$ cat config.mk
export PLATFORM = sky130hd
export DESIGN_NAME = wordmove_dma
export DESIGN_NICKNAME = d
export VERILOG_FILES = /design/src/rtl/wordmove_pkg.sv /design/src/rtl/wordmove_regs.sv /design/src/rtl/wordmove_seq.sv /design/src/rtl/wordmove_dma.sv
export SDC_FILE = /design/constraint.sdc
export NUM_CORES = 1
export LEC_CHECK = 0
export BUFFER_PORTS_ARGS = -buffer_cell sky130_fd_sc_hd__buf_2
export CORE_ASPECT_RATIO = 2
export CORE_UTILIZATION = 45
export CTS_BUF_LIST = sky130_fd_sc_hd__clkbuf_16
export CTS_CLUSTER_DIAMETER = 40
export DETAILED_ROUTE_END_ITERATION = 8
export GPL_TIMING_DRIVEN = 1
export PLACE_DENSITY = 0.7
export SYNTH_ARGS = -nofsm -noshare
export SYNTH_HDL_FRONTEND = slang
export SYNTH_SLANG_ARGS = --single-unit
$ cat constraint.sdc
create_clock -name clk -period 3 [get_ports clk]
set_input_delay 0 -clock clk [delete_from_list [all_inputs] [get_ports clk]]
set_output_delay 0 -clock clk [all_outputs]
set_load 0.02 [all_outputs]
$ cat src/rtl/wordmove_pkg.sv
package wordmove_pkg;

   typedef enum logic [1:0] {
      MV_IDLE  = 2'd0,
      MV_READ  = 2'd1,
      MV_WRITE = 2'd2
   } mv_state_e;

   localparam logic [1:0] SEL_SRC = 2'd0;
   localparam logic [1:0] SEL_SEG = 2'd1;
   localparam logic [1:0] SEL_CNT = 2'd2;
   localparam logic [1:0] SEL_DST = 2'd3;

endpackage

$ cat src/rtl/wordmove_regs.sv
module wordmove_regs
   import wordmove_pkg::*;
#(
   parameter int OFS_W     = 16,
   parameter int SEG_W     = 6,
   parameter int DST_W     = 14,
   parameter int CNT_W     = 16,
   parameter bit SEG_CARRY = 1'b1,
   localparam int SRC_FW   = SEG_W + OFS_W
) (
   input  logic              clk,
   input  logic              rst_n,
   input  logic              cfg_wr,
   input  logic [1:0]        cfg_sel,
   input  logic [OFS_W-1:0]  cfg_wdata,
   output logic [OFS_W-1:0]  cfg_rdata,
   input  logic              busy,
   input  logic              step,
   output logic              start,
   output logic              cnt_last,
   output logic [CNT_W-1:0]  cnt,
   output logic [SRC_FW-1:0] src_full,
   output logic [DST_W-1:0]  dst
);

   logic [OFS_W-1:0]  src_q;
   logic [SEG_W-1:0]  seg_q;
   logic [DST_W-1:0]  dst_q;
   logic [CNT_W-1:0]  cnt_q;
   logic [SRC_FW-1:0] src_nxt;
   logic              wr_ok;

   // Registers accept writes only while idle
   assign wr_ok = cfg_wr && !busy;
   assign start = wr_ok && (cfg_sel == SEL_CNT) && (CNT_W'(cfg_wdata) != '0);

   generate
      if (SEG_CARRY) begin : g_seg_carry
         assign src_nxt = {seg_q, src_q} + SRC_FW'(1);
      end else begin : g_seg_fixed
         assign src_nxt = {seg_q, src_q + OFS_W'(1)};
      end
   endgenerate

   always_ff @(posedge clk or negedge rst_n) begin
      if (!rst_n) begin
         src_q <= '0;
         seg_q <= '0;
         dst_q <= '0;
         cnt_q <= '0;
      end else if (step) begin
         {seg_q, src_q} <= src_nxt;
         dst_q          <= dst_q + DST_W'(1);
         cnt_q          <= cnt_q - CNT_W'(1);
      end else if (wr_ok) begin
         case (cfg_sel)
            SEL_SRC: src_q <= cfg_wdata;
            SEL_SEG: seg_q <= cfg_wdata[SEG_W-1:0];
            SEL_CNT: cnt_q <= CNT_W'(cfg_wdata);
            default: dst_q <= cfg_wdata[DST_W-1:0];
         endcase
      end
   end

   always_comb begin
      case (cfg_sel)
         SEL_SRC: cfg_rdata = src_q;
         SEL_SEG: cfg_rdata = OFS_W'(seg_q);
         SEL_CNT: cfg_rdata = OFS_W'(cnt_q);
         default: cfg_rdata = OFS_W'(dst_q);
      endcase
   end

   assign cnt_last = (cnt_q == CNT_W'(1));
   assign cnt      = cnt_q;
   assign src_full = {seg_q, src_q};
   assign dst      = dst_q;

   AST_CNT_DOWN: assert property (@(posedge clk) disable iff (!rst_n)
      step |=> cnt_q == $past(cnt_q) - CNT_W'(1));

   AST_BUSY_WR_IGNORED: assert property (@(posedge clk) disable iff (!rst_n)
      (busy && cfg_wr && !step) |=> ($stable(src_q) && $stable(seg_q) && $stable(dst_q) && $stable(cnt_q)));

endmodule

$ cat src/rtl/wordmove_seq.sv
module wordmove_seq
   import wordmove_pkg::*;
#(
   parameter int WORD_W = 16
) (
   input  logic              clk,
   input  logic              rst_n,
   input  logic              start,
   input  logic              cnt_last,
   input  logic              grant,
   output logic              rd_req,
   input  logic              rd_ready,
   input  logic [WORD_W-1:0] rd_data,
   output logic              wr_req,
   input  logic              wr_ready,
   output logic [WORD_W-1:0] wr_data,
   output logic              busy,
   output logic              step,
   output logic              done
);

   mv_state_e         state_q;
   logic [WORD_W-1:0] data_q;
   logic              done_q;
   logic              rd_take;

   assign rd_req  = grant && (state_q == MV_READ);
   assign wr_req  = grant && (state_q == MV_WRITE);
   assign rd_take = rd_req && rd_ready;
   assign step    = wr_req && wr_ready;
   assign busy    = (state_q != MV_IDLE);
   assign wr_data = data_q;
   assign done    = done_q;

   always_ff @(posedge clk or negedge rst_n) begin
      if (!rst_n) begin
         state_q <= MV_IDLE;
         data_q  <= '0;
         done_q  <= 1'b0;
      end else begin
         done_q <= step && cnt_last;
         case (state_q)
            MV_IDLE: begin
               if (start) state_q <= MV_READ;
            end
            MV_READ: begin
               if (rd_take) begin
                  data_q  <= rd_data;
                  state_q <= MV_WRITE;
               end
            end
            MV_WRITE: begin
               if (step) state_q <= cnt_last ? MV_IDLE : MV_READ;
            end
            default: state_q <= MV_IDLE;
         endcase
      end
   end

   AST_DATA_HELD: assert property (@(posedge clk) disable iff (!rst_n)
      (state_q == MV_WRITE && !step) |=> $stable(wr_data));

   AST_DONE_SINGLE: assert property (@(posedge clk) disable iff (!rst_n)
      done |=> !done);

endmodule

$ cat src/rtl/wordmove_dma.sv
module wordmove_dma
   import wordmove_pkg::*;
#(
   parameter int WORD_W    = 16,
   parameter int OFS_W     = 16,
   parameter int SEG_W     = 6,
   parameter int DST_W     = 14,
   parameter int CNT_W     = 16,
   parameter bit SEG_CARRY = 1'b1,
   localparam int SRC_FW   = SEG_W + OFS_W
) (
   input  logic              clk,
   input  logic              rst_n,
   input  logic              cfg_wr,
   input  logic [1:0]        cfg_sel,
   input  logic [OFS_W-1:0]  cfg_wdata,
   output logic [OFS_W-1:0]  cfg_rdata,
   input  logic              bus_grant,
   output logic              rd_req,
   output logic [SRC_FW-1:0] rd_addr,
   input  logic              rd_ready,
   input  logic [WORD_W-1:0] rd_data,
   output logic              wr_req,
   output logic [DST_W-1:0]  wr_addr,
   output logic [WORD_W-1:0] wr_data,
   input  logic              wr_ready,
   output logic              xfer_done
);

   generate
      if (DST_W > OFS_W || DST_W < 1) begin : g_bad_dst
         $error("wordmove_dma: DST_W must be 1..OFS_W");
      end
      if (SEG_W >= OFS_W || SEG_W < 1) begin : g_bad_seg
         $error("wordmove_dma: SEG_W must be 1..OFS_W-1");
      end
      if (CNT_W > OFS_W || CNT_W < 2) begin : g_bad_cnt
         $error("wordmove_dma: CNT_W must be 2..OFS_W");
      end
      if (WORD_W < 1) begin : g_bad_word
         $error("wordmove_dma: WORD_W must be positive");
      end
   endgenerate

   logic             busy;
   logic             step;
   logic             start;
   logic             cnt_last;
   logic [CNT_W-1:0] cnt;

   wordmove_regs #(
      .OFS_W     (OFS_W),
      .SEG_W     (SEG_W),
      .DST_W     (DST_W),
      .CNT_W     (CNT_W),
      .SEG_CARRY (SEG_CARRY)
   ) i_regs (
      .clk       (clk),
      .rst_n     (rst_n),
      .cfg_wr    (cfg_wr),
      .cfg_sel   (cfg_sel),
      .cfg_wdata (cfg_wdata),
      .cfg_rdata (cfg_rdata),
      .busy      (busy),
      .step      (step),
      .start     (start),
      .cnt_last  (cnt_last),
      .cnt       (cnt),
      .src_full  (rd_addr),
      .dst       (wr_addr)
   );

   wordmove_seq #(
      .WORD_W (WORD_W)
   ) i_seq (
      .clk      (clk),
      .rst_n    (rst_n),
      .start    (start),
      .cnt_last (cnt_last),
      .grant    (bus_grant),
      .rd_req   (rd_req),
      .rd_ready (rd_ready),
      .rd_data  (rd_data),
      .wr_req   (wr_req),
      .wr_ready (wr_ready),
      .wr_data  (wr_data),
      .busy     (busy),
      .step     (step),
      .done     (xfer_done)
   );

   AST_ZERO_NO_START: assert property (@(posedge clk) disable iff (!rst_n)
      (cfg_wr && cfg_sel == SEL_CNT && cfg_wdata == '0 && !busy) |=> !busy);

   AST_IDLE_CNT_ZERO: assert property (@(posedge clk) disable iff (!rst_n)
      !busy |-> cnt == '0);

   AST_NO_GRANT_HOLD: assert property (@(posedge clk) disable iff (!rst_n)
      (busy && !bus_grant) |=> ($stable(cnt) && $stable(rd_addr) && $stable(wr_addr)));

   AST_RD_ADDR_HOLD: assert property (@(posedge clk) disable iff (!rst_n)
      (rd_req && !rd_ready) |=> $stable(rd_addr));

   AST_DST_STEP: assert property (@(posedge clk) disable iff (!rst_n)
      (wr_req && wr_ready) |=> (wr_addr - $past(wr_addr)) == DST_W'(1));

   AST_DONE_AT_ZERO: assert property (@(posedge clk) disable iff (!rst_n)
      xfer_done |-> (cnt == '0 && !busy));

endmodule

==> flow_summary.rst, run 1 <==
.. list-table::
   :header-rows: 1

   * - Metric
     - Value
   * - Total of buffers placed on input and output ports
     - 110
   * - Max-slew violation count
     - 0
   * - Area growth syn-to-layout
     - 28.69%
   * - Total of hold buffers inserted after clock tree synthesis
     - 26
   * - # DRC
     - 0
   * - Seq pwr share
     - a little under two fifths
   * - Total via count after detailed routing
     - between 4000 and 5000
   * - CTS root buffer
     - sky130_fd_sc_hd__clkbuf_16
   * - Most instantiated cells after synthesis
     - sky130_fd_sc_hd__dfrtp_1, sky130_fd_sc_hd__nand2_1, sky130_fd_sc_hd__nor2_1
   * - Number of DRC markers after the initial detailed-route iteration
     - approximately 410
   * - Post-detailed-placement cell area
     - ~4700 µm²
   * - Fillers
     - between 700 and 800
   * - Via count of the first global-routing pass
     - between 4000 and 5000
   * - Global-route total usage across every layer
     - between 30% and 40%
   * - Synthesized area per cell
     - ~9.5 µm²
   * - # resized after CTS
     - 0
   * - Flops & latches, synth
     - slightly above 70
   * - Net load switching power
     - roughly 0.0025 W
   * - Portion of the clock cycle consumed by the worst path in the final layout
     - roughly 76%
   * - Maximum level of the CTS H-tree
     - 3
   * - Hold/Removal Path Class
     - in -> reg
   * - Final hold violation count
     - 0
   * - Net Sw Frac
     - between 40% and 50%
   * - Clock tree from TritonCTS
     - done
   * - Sequential element share of the synthesized area
     - 43.53%
   * - Kind of start point of the critical path
     - flop
   * - Global route overflow
     - 0
   * - Number of CTS-inserted buffers
     - 9
   * - Pin count of the biggest net entering global routing
     - 58
   * - Pre-antenna DRT Iters
     - 5
   * - Post-CTS clock slew at the launch and capture registers of the worst setup and hold paths
     - ~60 ps
   * - Critical path type
     - reg -> reg
   * - Status
     - finished clean
   * - Starting utilization of the core area
     - between 40% and 50%
   * - Tightest Pin Transition
     - roughly 950 ps
   * - Max Clk Rate
     - around 440 MHz
   * - Post-detail-place hpwl
     - between 10 and 15 mm
   * - Most numerous cell in the Yosys netlist
     - sky130_fd_sc_hd__dfrtp_1
   * - Average wire per standard cell
     - between 20 and 25 µm
   * - Data arrival, critical path
     - 2530 ps
   * - I/O pin count
     - roughly 110
   * - Setup TNS
     - 0 ps
   * - Final instance area
     - between 5000 and 6000 µm²
   * - Top area cells in the synthesized netlist
     - sky130_fd_sc_hd__dfrtp_1, sky130_fd_sc_hd__mux2_2, sky130_fd_sc_hd__nand2_1, sky130_fd_sc_hd__nor2_1, sky130_fd_sc_hd__mux4_2
   * - First-pass GRT wire length
     - between 20 and 25 mm
   * - Proportion of layout cells with a drive suffix above 1
     - a little under a third
   * - Final setup viols
     - 0
   * - Clock period minus final worst setup slack
     - approximately 2300 ps
   * - Clock network latency to the later pin of the worst-skew pair
     - roughly 340 ps
   * - Share of synthesized flip-flops with an asynchronous set or reset
     - 100.0%
   * - Final net count
     - around 610
   * - Clock power share
     - around a fifth
   * - Dominant synthesized flop cell
     - sky130_fd_sc_hd__dfrtp_1
   * - Die W
     - about 70 µm
   * - Crit path capture type
     - flop
   * - Floorplan die height
     - 136.7 µm
   * - Number of buffers on the longest clock path
     - 2
   * - Worst hold slack across all endpoints
     - just over 5 ps
   * - Average via count per standard cell
     - 6.347
   * - Count of maximum capacitance violations
     - 0
   * - Int Pwr
     - ~0.003 W
   * - Number of enable-type register cells in the synthesized netlist
     - 0
   * - Leak Pwr
     - between 2 and 2.5 nW
   * - Largest area contributor in the synthesized netlist
     - sky130_fd_sc_hd__dfrtp_1
   * - Combinational share of power
     - a little over two fifths
   * - Setup repair after global routing missed its margin
     - false
   * - Weighted congestion at the end of routability-driven global placement
     - approximately 1
   * - Core region area
     - roughly 8700 µm²
   * - Maximum resistive drop on vdd
     - between 600 and 700 µV
   * - Clock Skew
     - between 8 and 9 ps
   * - Detailed Route WL
     - between 10 and 15 mm
   * - Number of unique standard cell types used by synthesis
     - 55
   * - Post-synthesis net count
     - 473
   * - Summed instance area of the synthesized netlist
     - 4081 µm²
   * - Standard-cell row count
     - 48
   * - Power per standard cell area
     - 1046 nW/µm²
   * - Slew headroom
     - around 36%
   * - Die Area
     - approximately 9500 µm²
   * - Clk sinks
     - 71
   * - CP Max Fanout
     - 10
   * - Warnings, synthesis
     - 0
   * - Data required time of the critical path
     - between 3000 and 4000 ps
   * - Inserted Diodes
     - 0
   * - Remaining number of nets flagged by the antenna check after routing
     - 0
   * - Fraction of synthesized cell area taken by the top area cell type
     - roughly 44%
   * - Post-CTS repair timing setup buffer count
     - 0
   * - Number of antenna violations at the first check in global routing
     - 0
   * - Gate count of the mapped netlist
     - about 430
-- cell usage in the layout, fill, tap and decap left out, drive strengths merged, types with 3 or more instances in the layout --
cell type | Yosys | layout
and4 | 3 | 3
dfrtp | 71 | 71
a21oi | 19 | 19
ha | 4 | 4
a31oi | 6 | 6
a211oi | 11 | 11
o211ai | 9 | 9
or2 | 3 | 3
o22ai | 5 | 5
nand4 | 9 | 9
clkbuf | 17 | 9
and3 | 5 | 5
nor4 | 11 | 11
nor3 | 13 | 13
buf | 4 | 118
o21ai | 19 | 19
and2 | 3 | 3
nand2 | 47 | 47
xor2 | 3 | 3
a22o | 9 | 9
inv | 12 | 13
o311ai | 7 | 7
clkinv | 0 | 3
mux2 | 24 | 24
dlygate4sd3 | 0 | 26
nand3 | 26 | 26
a311oi | 5 | 5
nor2 | 43 | 43
mux4 | 6 | 6
-- power by group through the flow --
| stage | combinational [W] | clock (W) | sequential (W) |
|---|---|---|---|
| floorplan | 0.00116 | 0 | 0.00226 |
| global placement | 0.00229 | 0 | 0.00202 |
| detailed placement | 0.00231 | 0 | 0.00205 |
| CTS | 0.00236 | 0.00109 | 0.00203 |
| global route | 0.00254 | 0.00113 | 0.00212 |
| finish | 0.00236 | 0.00108 | 0.00206 |
-- worst max-delay path, cell delays in order (launching register included) --
cell                       delay [ps]
sky130_fd_sc_hd__dfrtp_1          540
sky130_fd_sc_hd__and4_1           270
sky130_fd_sc_hd__nand2_1           90
sky130_fd_sc_hd__nor4_1           840
sky130_fd_sc_hd__a311oi_1         200
sky130_fd_sc_hd__a211oi_1         250
-- cell families after synthesis --
kind of cell,after synthesis,synth area share (%)
AND/OR/NAND/NOR,177,21.31
AO/OA/AOI/OAI,109,18.76
flip-flops,71,43.53
buffers and inverters,33,4.108
multiplexers,32,10.42
adder cells (fa/ha/maj),4,1.226
XOR/XNOR,3,0.6439
-- metal layers --
metal  vias up  track usage [%]  routed length [µm]
li1       1898                -                   -
met1      2040            33.96                5064
met2       252            51.46                7118
met3        50            5.081                 929
met4         0            20.52                 753
met5         -                0                   0
-- metrics by stage --
| stage | power, W | std cells | worst slack (ps) | utilization [%] |
|---|---|---|---|---|
| after CTS | 0.005479 | 668 | 720.9 | 60.32 |
| after detailed placement | 0.004365 | 626 | 781.8 | 53.91 |
| final | 0.005492 | 668 | 714.6 | 60.32 |
| after global placement | 0.004306 | 626 | 809.7 | 53.91 |
| after floorplan | 0.003427 | 429 | 960.5 | - |
| after global routing | 0.005787 | 668 | 495.8 | 60.32 |
-- flip-flops by register name (all words and copies together), names as in the netlist --
register / cells
i_regs.src_q: 16
i_seq.wr_data: 16
i_regs.seg_q: 6
i_seq.state_q: 2
i_regs.cnt: 16
i_seq.done: 1
i_regs.dst: 14
-- final timing paths --
kind	start	to	slack, ps	cells past startpoint
max in group asynchronous	rst_n	i_regs.src_q[10]$_DFFE_PN0P_	1820	3
hold reg to reg	i_seq.wr_data[8]$_DFFE_PN0P_	i_seq.wr_data[8]$_DFFE_PN0P_	500	1
setup / recovery	i_regs.src_q[6]$_DFFE_PN0P_	i_regs.seg_q[2]$_DFFE_PN0P_	710	5
setup reg to reg	i_regs.src_q[6]$_DFFE_PN0P_	i_regs.seg_q[2]$_DFFE_PN0P_	710	5
min in group asynchronous	rst_n	i_seq.wr_data[0]$_DFFE_PN0P_	90	2
hold / removal	cfg_wdata[8]	i_regs.cnt[8]$_DFFE_PN0P_	5	3
-- layout make-up --
cell class	instances	area (µm²)	share of cell area (%)
inverters	12	45.04	0.8576
multi-input cells	325	2137	40.69
repair buffers	144	870.8	16.58
flip-flops and latches	71	1777	33.83
well taps	100	125.1	2.382
clock inverters	7	72.57	1.382
clock buffers	9	225.2	4.288
(Power assumes the default switching activity.)
==> run 2: changes to the inputs <==
Settings changed: ABC_AREA set to 1, PLACE_DENSITY 0.7 to 0.69.
Clock period 3 ns to 2.2 ns, I/O delays scaled along.
==> run 2 against run 1 <==
Compared with the run above: clock skew decreased by 2.0 ps; die area rose by 8.8%; register-to-register slack got worse by 630 ps; hold slack lost 0.88 ps; critical path depth up 3; core utilization down 2.3 points; first-iteration DRC count increased by 22%; via count rose by 18%; combinational power increased by 57%; final area up 7.2%; sequential cell count unchanged; clock-buffer cell count did not move; largest power group unchanged; highest routed layer unchanged.
==> flow_summary.rst, run 2 <==
.. list-table::
   :header-rows: 1

   * - Metric
     - Value
   * - Status
     - finished clean
   * - Core region area
     - 9699 µm² (+11%)
   * - Summed instance area of the synthesized netlist
     - 4448 µm² (+9.0%)
   * - Clock tree from TritonCTS
     - done
   * - Most numerous cell in the Yosys netlist
     - sky130_fd_sc_hd__nand2_1
   * - Detailed Route WL
     - 15.80 mm (+14%)
   * - Max-slew violation count
     - 0 (unchanged)
   * - Critical path type
     - reg -> reg
   * - Average via count per standard cell
     - 5.668 (-11%)
   * - Clk sinks
     - 71 (unchanged)
   * - Final hold violation count
     - 0 (unchanged)
   * - Number of enable-type register cells in the synthesized netlist
     - 0 (unchanged)
   * - Data required time of the critical path
     - 2400 ps (-840 ps)
   * - Number of unique standard cell types used by synthesis
     - 33 (-40%)
   * - CP Max Fanout
     - 6 (-4)
   * - Dominant synthesized flop cell
     - sky130_fd_sc_hd__dfrtp_1
   * - Proportion of layout cells with a drive suffix above 1
     - 22.71% (-7.4 points)
   * - Slew headroom
     - 55.99% (+20 points)
   * - Standard-cell row count
     - 51 (+6.3%)
   * - Kind of start point of the critical path
     - flop
   * - Number of DRC markers after the initial detailed-route iteration
     - 499 (+22%)
   * - Global route overflow
     - 0 (unchanged)
   * - I/O pin count
     - 111 (unchanged)
   * - Top area cells in the synthesized netlist
     - sky130_fd_sc_hd__dfrtp_1, sky130_fd_sc_hd__nand2_1, sky130_fd_sc_hd__nor2_1, sky130_fd_sc_hd__nand3_1, sky130_fd_sc_hd__inv_1
   * - Crit path capture type
     - flop
   * - Final cell utilization of the core
     - 58.06% (-2.3 points)
   * - Flops & latches, synth
     - 71 (unchanged)
   * - Weighted congestion at the end of routability-driven global placement
     - 1.048 (+7.7%)
   * - Number of CTS-inserted buffers
     - 9 (unchanged)
   * - Via count of the first global-routing pass
     - 4863 (+20%)
   * - Area growth syn-to-layout
     - 26.61%
   * - Power per standard cell area
     - 1358 nW/µm² (+30%)
   * - Pin count of the biggest net entering global routing
     - 72 (+24%)
   * - Sequential element share of the synthesized area
     - 39.94% (-3.6 points)
   * - Die Area
     - 10310 µm² (+8.8%)
   * - Total of buffers placed on input and output ports
     - 110 (unchanged)
   * - First-pass GRT wire length
     - 24.64 mm (+14%)
   * - Clock network latency to the later pin of the worst-skew pair
     - 340 ps (about the same)
   * - Die W
     - 72.30 µm (+4.3%)
   * - Post-synthesis net count
     - 657 (+39%)
   * - Clock Skew
     - 6.042 ps (-1.992 ps)
   * - Maximum resistive drop on vdd
     - 838.0 µV (+28%)
   * - Data arrival, critical path
     - 2310 ps (-220 ps)
   * - Portion of the clock cycle consumed by the worst path in the final layout
     - 96.09% (+20 points)
   * - Post-CTS repair timing setup buffer count
     - 0 (unchanged)
   * - Number of buffers on the longest clock path
     - 2 (unchanged)
   * - Post-CTS clock slew at the launch and capture registers of the worst setup and hold paths
     - 60 ps (about the same)
   * - Total via count after detailed routing
     - 5016 (+18%)
   * - Share of synthesized flip-flops with an asynchronous set or reset
     - 100.0% (unchanged)
   * - Fraction of synthesized cell area taken by the top area cell type
     - 39.94% (-3.6 points)
   * - Max Clk Rate
     - 473.1 MHz (+8.1%)
   * - Largest area contributor in the synthesized netlist
     - sky130_fd_sc_hd__dfrtp_1
   * - Remaining number of nets flagged by the antenna check after routing
     - 0 (unchanged)
   * - Tightest Pin Transition
     - 655.1 ps (-292.2 ps)
   * - Post-detail-place hpwl
     - 11.91 mm (+19%)
   * - Maximum level of the CTS H-tree
     - 3 (unchanged)
   * - Setup TNS
     - 0 ps (unchanged)
   * - Count of maximum capacitance violations
     - 0 (unchanged)
   * - CTS root buffer
     - sky130_fd_sc_hd__clkbuf_16
   * - Inserted Diodes
     - 0 (unchanged)
   * - Hold/Removal Path Class
     - in -> reg
   * - # DRC
     - 0 (unchanged)
   * - Most frequent cells in the layout
     - sky130_fd_sc_hd__nand2_1, sky130_fd_sc_hd__buf_2, sky130_fd_sc_hd__nor2_1
   * - Starting utilization of the core area
     - 45.86% (-1.0 points)
   * - Setup repair after global routing missed its margin
     - false
   * - Warnings, synthesis
     - 0 (unchanged)
   * - Clock period minus final worst setup slack
     - 2114 ps (-171.6 ps)
   * - Leak Pwr
     - 2.788 nW (+20%)
   * - Final net count
     - 794 (+31%)
   * - Most instantiated cells after synthesis
     - sky130_fd_sc_hd__nand2_1, sky130_fd_sc_hd__nor2_1, sky130_fd_sc_hd__dfrtp_1
   * - Synthesized area per cell
     - 7.256 µm² (-24%)
   * - Leading cell type in the layout, fill and taps excluded
     - sky130_fd_sc_hd__nand2_1
   * - Number of antenna violations at the first check in global routing
     - 0 (unchanged)
   * - Final setup viols
     - 0 (unchanged)
   * - Global-route total usage across every layer
     - 31.93% (+1.9 points)
   * - Pre-antenna DRT Iters
     - 6 (+1)
   * - Floorplan die height
     - 142.6 µm (+4.3%)
   * - Gate count of the mapped netlist
     - 613 (+43%)
   * - Average wire per standard cell
     - 17.85 µm (-14%)
## run 2: changes by cell type in the layout (fill, tap and decap cells not counted), sizes merged, moves of 8 or more
cell	before	now
a211oi	11	0
o21ai	19	43
nand2	47	160
mux2	24	16
nor4	11	1
a22o	9	0
inv	13	67
nor2	43	79
o221ai	0	11
a21oi	19	33
nand3	26	53
## run 2: worst paths after layout
| check | startpoint | end | slack (ps) | cells past startpoint |
|---|---|---|---|---|
| hold / removal | cfg_wdata[7] | i_regs.cnt[7]$_DFFE_PN0P_ | 4 | 3 |
| setup reg to reg | i_regs.src_q[0]$_DFFE_PN0P_ | i_regs.src_q[10]$_DFFE_PN0P_ | 90 | 8 |
| max in group asynchronous | rst_n | i_regs.dst[12]$_DFFE_PN0P_ | 1650 | 3 |
| setup / recovery | i_regs.src_q[0]$_DFFE_PN0P_ | i_regs.src_q[10]$_DFFE_PN0P_ | 90 | 8 |
| min in group asynchronous | rst_n | i_regs.dst[9]$_DFFE_PN0P_ | 200 | 3 |
| hold reg to reg | i_seq.wr_data[7]$_DFFE_PN0P_ | i_seq.wr_data[7]$_DFFE_PN0P_ | 500 | 1 |
## run 2: critical path, cell delays in order (launching register included)
cell and delay, ps:
sky130_fd_sc_hd__dfrtp_1 440, sky130_fd_sc_hd__ha_1 200, sky130_fd_sc_hd__nand2_1 110, sky130_fd_sc_hd__nor2_2 220, sky130_fd_sc_hd__nand3_1 210, sky130_fd_sc_hd__nor2_4 220
sky130_fd_sc_hd__nand2_1 90, sky130_fd_sc_hd__o21ai_0 310, sky130_fd_sc_hd__o21ai_0 150
## run 2: area by class of cell
| type | count | area, µm² |
|---|---|---|
| sequential | 71 | 1777 |
| clock buffer | 9 | 225.2 |
| tap | 132 | 165.2 |
| multi-input combinational | 458 | 2328 |
| fill | 972 | 4068 |
| clock inverter | 5 | 20.02 |
| timing repair buffer | 144 | 868.3 |
| inverter | 66 | 247.7 |
## run 2: kinds of logic after synthesis
group	count (synthesis)	synth area share, %
fa+ha+maj	4	1.125
simple gates	313	29.82
mux	16	4.051
xor+xnor	6	1.181
buf+inv	84	8.017
compound gates	119	15.87
flops	71	39.94
## run 2: layer usage
layer	wire, µm	GRT usage (%)	up-vias	share of wire (%)
met3	1096	6.374	75	6.9
met2	8140	55.53	310	52
met1	5446	33.45	2312	34
met4	1117	22.39	0	7.1
met5	0	0	-	0
li1	-	-	2319	-
## run 2: metrics by stage
step | cells | area (µm²) | total power [W] | hold WS, ps | setup slack, ps
2_1_floorplan | 613 | 4448 | 0.004928 | -295.6 | 466.4
3_3_place_gp | 851 | 5179 | 0.006197 | 66.15 | 83.21
3_5_place_dp | 851 | 5179 | 0.006300 | 61.45 | 4.726
4_1_cts | 885 | 5629 | 0.007617 | 3.215 | 37.39
5_1_grt | 885 | 5632 | 0.008131 | 7.815 | 8.734
6_report | 885 | 5632 | 0.007650 | 4.309 | 86.11
## run 2: timing repair
item | in CTS | in global routing
resized for setup | 1 | 1
setup endpoints to repair | 1 | 2
endpoints found under the hold margin | 90 | 0
hold buffers | 20 | 0
## run 2: power breakdown
part	switching [W]	internal, W	total [W]
combinational	0.00241	0.00129	0.00370
sequential	0.000746	0.00193	0.00268
clock	0.000540	0.000731	0.00127
==> run 3: changes to the inputs <==
Settings changed: ABC_AREA 1 to unset, PLACE_DENSITY 0.69 to 0.7, SLEW_MARGIN set to 0.
==> run 3 against run 2 <==
Compared with the run above: final cell count decreased by 23%; non-clock buffer count increased by 15; clock power up 14%; sequential power rose by 3%; core utilization is 3.8 points higher; maximum frequency shrank 0.91%; clock skew grew 0.93 ps; sequential share of layout area rose by 1.4 points; wire length shrank 15%; global-route usage is 2.8 points lower; die area is 8.1% lower; worst setup slack lost 19 ps; highest routed layer unchanged.
==> flow_summary.rst, run 3 (synthesis gave the netlist of run 1 again) <==
.. list-table::
   :header-rows: 1

   * - Metric
     - Value
   * - Area growth syn-to-layout
     - 31.94%
   * - Clock network latency to the later pin of the worst-skew pair
     - 330 ps (about the same)
   * - Kind of start point of the critical path
     - flop
   * - Post-layout worst setup margin
     - 66.68 ps (-19.43 ps)
   * - Final net count
     - 622 (-22%)
   * - Status
     - finished clean
   * - Clock tree from TritonCTS
     - done
   * - Maximum level of the CTS H-tree
     - 3 (unchanged)
   * - Total via count after detailed routing
     - 4316 (-14%)
   * - Max-slew violation count
     - 0 (unchanged)
   * - Critical path type
     - reg -> reg
   * - Portion of the clock cycle consumed by the worst path in the final layout
     - 96.97% (+0.88 points)
   * - Final cell utilization of the core
     - 61.84% (+3.8 points)
   * - Most frequent cells in the layout
     - sky130_fd_sc_hd__buf_2, sky130_fd_sc_hd__dfrtp_1, sky130_fd_sc_hd__nand2_1
   * - Number of DRC markers after the initial detailed-route iteration
     - 446 (-11%)
   * - First-pass GRT wire length
     - 21.21 mm (-14%)
   * - Data required time of the critical path
     - 2420 ps (+20 ps)
   * - Pre-antenna DRT Iters
     - 5 (-1)
   * - Int Pwr
     - 0.004146 W (+4.9%)
   * - Clk sinks
     - 71 (unchanged)
   * - Number of CTS-inserted buffers
     - 9 (unchanged)
   * - Leading cell type in the layout, fill and taps excluded
     - sky130_fd_sc_hd__buf_2
   * - Combinational share of power
     - 43.8% (-4.6 points)
   * - Post-CTS clock slew at the launch and capture registers of the worst setup and hold paths
     - 60 ps (about the same)
   * - Final hold violation count
     - 0 (unchanged)
   * - Setup repair after global routing missed its margin
     - false
   * - Leak Pwr
     - 2.406 nW (-14%)
   * - # DRC
     - 0 (unchanged)
   * - Standard-cell row count
     - 48 (-5.9%)
   * - Floorplan die height
     - 136.7 µm (-4.2%)
   * - Power per standard cell area
     - 1391 nW/µm² (+2.4%)
   * - Max Clk Rate
     - 468.8 MHz (-0.91%)
   * - Total of buffers placed on input and output ports
     - 110 (unchanged)
   * - Number of antenna violations at the first check in global routing
     - 0 (unchanged)
   * - Final setup viols
     - 0 (unchanged)
   * - Net load switching power
     - 0.003343 W (-9.6%)
   * - I/O pin count
     - 111 (unchanged)
   * - Crit path capture type
     - flop
   * - Core region area
     - 8708 µm² (-10%)
   * - Largest delay contributor family on the critical path
     - simple AND/OR/NAND/NOR gates
   * - Ordered list of cells on the worst path
     - or4_4, or2_4, or3_4, o211a_1, a211o_1
   * - Seq pwr share
     - 36.8% (+1.8 points)
   * - Inserted Diodes
     - 0 (unchanged)
   * - Global-route total usage across every layer
     - 29.17% (-2.8 points)
   * - Master of the slowest instance on the critical path
     - sky130_fd_sc_hd__or4_4
   * - Global route overflow
     - 0 (unchanged)
   * - Average wire per standard cell
     - 19.56 µm (+9.6%)
   * - Starting utilization of the core area
     - 46.87% (+1.0 points)
   * - Remaining number of nets flagged by the antenna check after routing
     - 0 (unchanged)
   * - Pin count of the biggest net entering global routing
     - 68 (-5.6%)
   * - Maximum resistive drop on vdd
     - 747.0 µV (-11%)
   * - Slew headroom
     - 62.47% (+6.5 points)
   * - Via count of the first global-routing pass
     - 4186 (-14%)
   * - Clock power share
     - 19.4% (+2.8 points)
   * - Hold/Removal Path Class
     - in -> async
   * - Average via count per standard cell
     - 6.319 (+11%)
   * - Data arrival, critical path
     - 2350 ps (+40 ps)
   * - Number of buffers on the longest clock path
     - 2 (unchanged)
   * - CP Max Fanout
     - 5 (-1)
   * - Die Area
     - 9477 µm² (-8.1%)
   * - Post-CTS repair timing setup buffer count
     - 0 (unchanged)
   * - Weighted congestion at the end of routability-driven global placement
     - 0.9586 (-8.5%)
   * - Crit-path max cell delay
     - 540 ps (+100 ps)
   * - Tightest Pin Transition
     - 561.2 ps (-93.92 ps)
   * - Setup TNS
     - 0 ps (unchanged)
   * - Post-detail-place hpwl
     - 9.816 mm (-18%)
   * - Die W
     - 69.34 µm (-4.1%)
   * - CTS root buffer
     - sky130_fd_sc_hd__clkbuf_16
   * - Placement-stage worst setup slack
     - 59.09 ps (+54.36 ps)
   * - Count of maximum capacitance violations
     - 0 (unchanged)
   * - Net Sw Frac
     - 44.63% (-3.7 points)
   * - Buffers and inverters on the worst path
     - 0 (unchanged)
   * - Clock period minus final worst setup slack
     - 2133 ps (+19.43 ps)
   * - Detailed Route WL
     - 13.36 mm (-15%)
   * - Clock Skew
     - 6.969 ps (+0.9261 ps)
   * - Proportion of layout cells with a drive suffix above 1
     - 31.22% (+8.5 points)
-- run 3: cell types whose count changed in the layout (fill, tap and decap cells not counted), sizes merged, moves of 10 or more --
cell    previous run  this run
inv               67        13
a21oi             33        19
nor2              79        43
o221ai            11         0
nand3             53        26
nand2            160        47
nor4               1        11
o21ai             43        19
a211oi             0        11
-- run 3: per-stage QoR --
stage,power [W],hold WS (ps),instances,instance area [µm²]
3_3_place_gp,0.005886,-174.3,638,4797
4_1_cts,0.007496,0.5644,683,5385
2_1_floorplan,0.004674,-295.6,429,4081
6_report,0.007489,10.88,683,5385
3_5_place_dp,0.005983,-168.8,638,4797
5_1_grt,0.007914,21.40,683,5385
-- run 3: power by group through the flow --
stage / Clock (W) / Sequential [W] / Combinational [W]
after floorplan: 0 / 0.00309 / 0.00159
after global placement: 0 / 0.00272 / 0.00317
after detailed placement: 0 / 0.00276 / 0.00322
after CTS: 0.00148 / 0.00274 / 0.00328
after global routing: 0.00153 / 0.00284 / 0.00354
final: 0.00145 / 0.00276 / 0.00328
-- run 3: area by class of cell --
type,instances,area (µm²)
fillers,770,3323
clock inverters,7,72.57
flip-flops and latches,71,1777
repair buffers,159,1003
well taps,100,125.1
inverters,12,45.04
multi-input cells,325,2137
clock buffers,9,225.2
-- run 3: timing repair --
action | CTS | global route
resized for setup | 0 | 1
hold buffers | 29 | 0
endpoints found under the setup margin | 0 | 1
endpoints found under the hold margin | 99 | 0
-- run 3: per-layer routing --
| metal | vias to the layer above | track usage (%) | part of all wire, % |
|---|---|---|---|
| li1 | 1936 | - | - |
| met2 | 233 | 50.43 | 50 |
| met1 | 2091 | 33.09 | 37 |
| met5 | - | 0 | 0 |
| met4 | 0 | 19.95 | 6.6 |
| met3 | 56 | 3.976 | 6.2 |
-- run 3: path summary, 6_finish.rpt --
path	from	depth (start not counted)	slack, ps	endpoint
setup / recovery	i_regs.cnt[8]$_DFFE_PN0P_	5	70	i_regs.cnt[13]$_DFFE_PN0P_
hold / removal	rst_n	2	10	i_seq.wr_data[1]$_DFFE_PN0P_
setup reg to reg	i_regs.cnt[8]$_DFFE_PN0P_	5	70	i_regs.cnt[13]$_DFFE_PN0P_
hold reg to reg	i_seq.wr_data[11]$_DFFE_PN0P_	1	500	i_seq.wr_data[11]$_DFFE_PN0P_
max in group asynchronous	rst_n	3	1580	i_seq.wr_data[8]$_DFFE_PN0P_
min in group clk	cfg_wdata[1]	3	10	i_regs.dst[1]$_DFFE_PN0P_
